--- config.mk ---
export PLATFORM = sky130hd
export DESIGN_NAME = cmd_len_gate
export DESIGN_NICKNAME = d
export VERILOG_FILES = /design/src/rtl/cmd_len_pkg.sv /design/src/rtl/cmd_len_decode.sv /design/src/rtl/cmd_len_gate.sv
export SDC_FILE = /design/constraint.sdc
export NUM_CORES = 1
export LEC_CHECK = 0
export BUFFER_PORTS_ARGS = -buffer_cell sky130_fd_sc_hd__buf_2
export CAP_MARGIN = 10
export CORE_MARGIN = 2
export CORE_UTILIZATION = 40
export CTS_CLUSTER_SIZE = 25
export DETAILED_ROUTE_END_ITERATION = 6
export PLACE_DENSITY = 0.67
export SYNTH_ARGS = -nofsm -noshare
export SYNTH_HDL_FRONTEND = slang
export SYNTH_SLANG_ARGS = --single-unit
--- constraint.sdc ---
create_clock -name clk_i -period 6.7 [get_ports clk_i]
set_input_delay 0.67 -clock clk_i [delete_from_list [all_inputs] [get_ports clk_i]]
set_output_delay 0.67 -clock clk_i [all_outputs]
set_load 0.05 [all_outputs]
--- src/rtl/cmd_len_pkg.sv ---
package cmd_len_pkg;
  localparam int DW    = 32;
  localparam int LEN_W = 18;

  typedef enum logic [2:0] {
    ST_IDLE = 3'd0,
    ST_RUN  = 3'd1,
    ST_PAD  = 3'd2,
    ST_DONE = 3'd3,
    ST_ERR  = 3'd4
  } gate_st_e;
endpackage

--- src/rtl/cmd_len_decode.sv ---
module cmd_len_decode
  import cmd_len_pkg::*;
(
  input  logic [DW-1:0]    hdr_i,
  output logic [LEN_W-1:0] len_o
);
  logic [2:0]  client;
  logic [5:0]  sub_op;
  logic [4:0]  op3;
  logic [7:0]  sel;
  logic [16:0] half_sum;

  assign client   = hdr_i[31:29];
  assign sub_op   = hdr_i[28:23];
  assign op3      = hdr_i[28:24];
  assign sel      = hdr_i[23:16];
  assign half_sum = {1'b0, hdr_i[15:0]} + 17'd1;

  always_comb begin
    len_o = '0;
    unique case (client)
      3'd0: if (sub_op == 6'h00 || sub_op == 6'h04) len_o = LEN_W'(1);
      3'd2: len_o = LEN_W'(hdr_i[7:0]) + LEN_W'(2);
      3'd3: begin
        if (op3 <= 5'h18 || op3 == 5'h1c) begin
          len_o = LEN_W'(1);
        end else if (op3 == 5'h1d) begin
          if (sel == 8'd3)      len_o = LEN_W'(hdr_i[4:0])  + LEN_W'(2);
          else if (sel == 8'd4) len_o = LEN_W'(hdr_i[3:0])  + LEN_W'(2);
          else                  len_o = LEN_W'(hdr_i[15:0]) + LEN_W'(2);
        end else if (op3 == 5'h1e) begin
          len_o = hdr_i[23] ? LEN_W'(hdr_i[15:0]) + LEN_W'(1) : LEN_W'(1);
        end else if (op3 == 5'h1f) begin
          if (!hdr_i[23])                len_o = LEN_W'(hdr_i[16:0]) + LEN_W'(2);
          else if (!hdr_i[17])           len_o = LEN_W'(2);
          else if (hdr_i[15:0] != 16'h0) len_o = LEN_W'(half_sum[16:1]) + LEN_W'(1);
          else                           len_o = '0;
        end
      end
      default: len_o = '0;
    endcase
  end
endmodule

--- src/rtl/cmd_len_gate.sv ---
module cmd_len_gate
  import cmd_len_pkg::*;
#(
  parameter int CNT_W = 16
) (
  input  logic             clk_i,
  input  logic             rst_ni,
  input  logic             start_i,
  input  logic [CNT_W-1:0] total_i,
  input  logic             in_valid_i,
  input  logic [DW-1:0]    in_data_i,
  output logic             in_ready_o,
  output logic             out_valid_o,
  output logic [DW-1:0]    out_data_o,
  input  logic             out_ready_i,
  output logic             busy_o,
  output logic             done_o,
  output logic             error_o
);
  localparam int SUM_W = ((CNT_W > LEN_W) ? CNT_W : LEN_W) + 1;

  gate_st_e         st_q;
  logic [CNT_W-1:0] pos_q, total_q;
  logic [LEN_W-1:0] rem_q, hdr_len;
  logic [SUM_W-1:0] end_pos;
  logic             at_hdr, hdr_ok, pass_ok, run, fire, abort_ev, last_dw;

  cmd_len_decode u_dec (.hdr_i(in_data_i), .len_o(hdr_len));

  assign at_hdr   = (rem_q == '0);
  assign end_pos  = SUM_W'(pos_q) + SUM_W'(hdr_len);
  assign hdr_ok   = (hdr_len != '0) && (end_pos <= SUM_W'(total_q));
  assign pass_ok  = !at_hdr || hdr_ok;
  assign run      = (st_q == ST_RUN);
  assign last_dw  = (SUM_W'(pos_q) + SUM_W'(1)) == SUM_W'(total_q);

  assign out_valid_o = (run && in_valid_i && pass_ok) || (st_q == ST_PAD);
  assign out_data_o  = (st_q == ST_PAD) ? '0 : in_data_i;
  assign in_ready_o  = run && pass_ok && out_ready_i;
  assign fire        = in_valid_i && in_ready_o;
  // legality is judged without waiting for downstream
  assign abort_ev    = run && in_valid_i && !pass_ok;

  assign busy_o  = run || (st_q == ST_PAD);
  assign done_o  = (st_q == ST_DONE);
  assign error_o = (st_q == ST_ERR);

  always_ff @(posedge clk_i or negedge rst_ni) begin
    if (!rst_ni) begin
      st_q    <= ST_IDLE;
      pos_q   <= '0;
      rem_q   <= '0;
      total_q <= '0;
    end else begin
      unique case (st_q)
        ST_RUN: begin
          if (abort_ev) begin
            st_q <= ST_ERR;
          end else if (fire) begin
            pos_q <= pos_q + CNT_W'(1);
            rem_q <= at_hdr ? hdr_len - LEN_W'(1) : rem_q - LEN_W'(1);
            if (last_dw) st_q <= total_q[0] ? ST_PAD : ST_DONE;
          end
        end
        ST_PAD: if (out_ready_i) st_q <= ST_DONE;
        default: begin
          if (start_i) begin
            total_q <= total_i;
            pos_q   <= '0;
            rem_q   <= '0;
            st_q    <= (total_i == '0) ? ST_DONE : ST_RUN;
          end
        end
      endcase
    end
  end
endmodule

==> results.py <==
metrics = {
    "synthesis": {
        "synth.avg_cell_area_sq_um": 7.42,
        "netlist_area_sq_um": 6960,
        "synth_edf_count": 0,
        "synth_cell_type_count": 92,
        "syn-instance-count": 938,
        "ys_seq_area_share_pct": 19.1,
        "synth-seq-cells": 53,
        "yosys_warnings": 0,
        "synth_ff_type": "dfrtp_1",
        "syn_nets": 1030,
        "async_flop_share_pct": 100,
    },
    "place": {
        "gp_congestion": 1.01,
        "hpwl_microns": 19100,
        "port_buffers": 89,
        "placed_area_sq_um": 8260,
    },
    "route": {
        "firstDrtPassIters": 6,
        "via_per_inst": 6.04,
        "avgRoutedWirePerCell_microns": 18.4,
        "drc": 0,
        "vias": 8033,
        "ant_nets": 0,
        "drt_iter0_markers": 695,
        "drt-total-wl_microns": 24500,
    },
    "clocking": {
        "worstSkewPairLatency_ps": 300,
        "cts_buffer_depth": 2,
        "cts_buffers": 5,
        "cts_tree": "built",
        "clock-sinks": 53,
        "cts-root-buf": "clkbuf_16",
        "clkSlewWorstSetupHoldPaths_ps": 60,
        "htree_levels": 2,
    },
    "floorplanning": {
        "core_area_sq_um": 17200,
        "die_y_microns": 136,
        "io_pins": 90,
        "chipWidth_microns": 136,
        "dieArea_sq_um": 18500,
        "start_util_pct": 40.5,
        "num_rows": 48,
    },
    "sta": {
        "maxSlewViolCount": 0,
        "worst_slew_pin_slew_ps": 1120,
        "setup_viol": 0,
        "slew_headroom_pct": 25.0,
        "holdWs_ps": 506,
        "tns_ps": 0,
        "hold_violations": 0,
        "finalCriticalPeriod_ps": 6450,
        "finClkSkew_ps": 10.5,
        "period_share_pct": 96.3,
        "fmax_ghz": 0.155,
    },
    "hold_path": {
        "hp-class": "input pin to asynchronous set/reset pin",
    },
    "layout": {
        "insertedDiodeCount": 0,
        "final_nets": 1197,
        "layout_common_cells": "124 x buf_4, 84 x nand2_1, 84 x buf_2",
        "finalInstanceArea_sq_um": 8860,
        "syn_to_final_growth_pct": 27.4,
        "drive_gt1_share_pct": 27.0,
        "final_util_pct": 51.6,
        "final_common_cell": "buf_4",
    },
    "global_routing": {
        "antenna_found_initial": 0,
        "grt_pass1_vias": 7155,
        "grt_max_degree": 54,
        "overflow": 0,
        "grt.total_usage_pct": 25.7,
        "grt_pass1_wl_microns": 37600,
    },
    "critical_path": {
        "cp-start-kind": "input pin",
        "max_stage_delay_ps": 550,
        "path_class": "input pin to output port",
        "worstPathRequired_ps": 6030,
        "slowest_stage": "or4_4",
        "cp-end-kind": "output port",
        "critPathMaxFanout": 9,
        "cp.arrival_ps": 5780,
    },
    "pwr": {
        "irDropWorstVdd_uv": 90.0,
        "powerDensity_nw_per_um2": 135,
        "p_total_mw": 1.20,
        "p_leak_nw": 3.84,
    },
    "outcome": {
        "status": "completed",
    },
    "job": {
        "maxCapViolCount": 0,
    },
}
-- metrics by stage --
stage,setup WS [ps],std cells
floorplan,14.4,938
global placement,-69.9,1305
detailed placement,-263,1305
CTS,11.3,1317
global route,-63.8,1331
finish,251,1331
-- worst max-delay path: cells and delay by family --
kind / cells / cell delay [ps]
AND/OR/NAND/NOR: 11 / 1740
AO/OA/AOI/OAI: 9 / 1670
buffers and inverters: 5 / 810
adder cells (fa/ha/maj): 2 / 540
XOR/XNOR: 2 / 340
-- kinds of logic after synthesis --
kind of cell,share of synthesized area [%]
and+or+nand+nor,31.4
adders and majority gates,7.12
buffers and inverters,6.06
xor gates and xnor gates,8.56
AOI/OAI and AO/OA,26.2
DFF,19.1
muxes,1.65
-- cell type report --
cell class / instances / area, sq um
fillers: 1717 / 8310
multi-input cells: 781 / 5520
repair buffers: 213 / 1410
flip-flops and latches: 53 / 1330
well taps: 225 / 282
inverters: 51 / 191
clock buffers: 6 / 129
clock inverters: 2 / 10.0
-- Yosys cell counts (all sizes together) (15+ instances only) --
library cell  instances  area [sq um]
a21o                 15           113
a21oi                34           178
a31oi                16           100
and2                 16           100
and3                 17           106
buf                  17          95.1
clkbuf               36           135
dfrtp                53          1330
ha                   38           475
inv                  51           191
nand2                87           329
nand3                35           180
nand4                21           153
nor2                 73           277
nor2b                30           188
nor3                 27           135
nor4                 23           163
o211ai               16           120
o21ai                64           324
xnor2                51           447
xor2                 17           149
-- timing repair --
item,CTS,global route
resized for setup,12,65
setup buffers,4,15
endpoints found under the setup margin,2,21
pin swaps,4,35
hold endpoints to repair,0,0
hold buffers,0,0
-- power by group --
part	total (mW)	leakage (nW)	internal (mW)	switching, mW
clock network	0.258	0.0706	0.138	0.120
registers	0.428	0.611	0.361	0.0678
logic	0.512	3.16	0.222	0.291
-- flip-flops by register name, indices dropped and copies added (netlist names) --
name     flops
st_q         3
total_q     16
rem_q       18
pos_q       16
-- metal layers --
layer / wire length, microns / track usage (%) / part of all wire (%)
met3: 2120 / 3.58 / 8.7
met5: 0 / 0 / 0
met1: 10500 / 35.4 / 43
met2: 11200 / 41.6 / 46
met4: 662 / 7.87 / 2.7
-- worst paths after layout --
kind	cells after the start	end	slack, ps	startpoint
hold / removal	2	st_q[2]	510	rst_ni
setup / recovery	29	out_valid_o	250	in_data_i[3]
min in group clk_i	1	rem_q[17]	510	rem_q[17]
max in group asynchronous	2	pos_q[7]	5720	rst_ni
hold reg to reg	1	rem_q[17]	510	rem_q[17]
setup reg to reg	10	rem_q[12]	1780	rem_q[2]
Power figures use the tool's default switching activity.
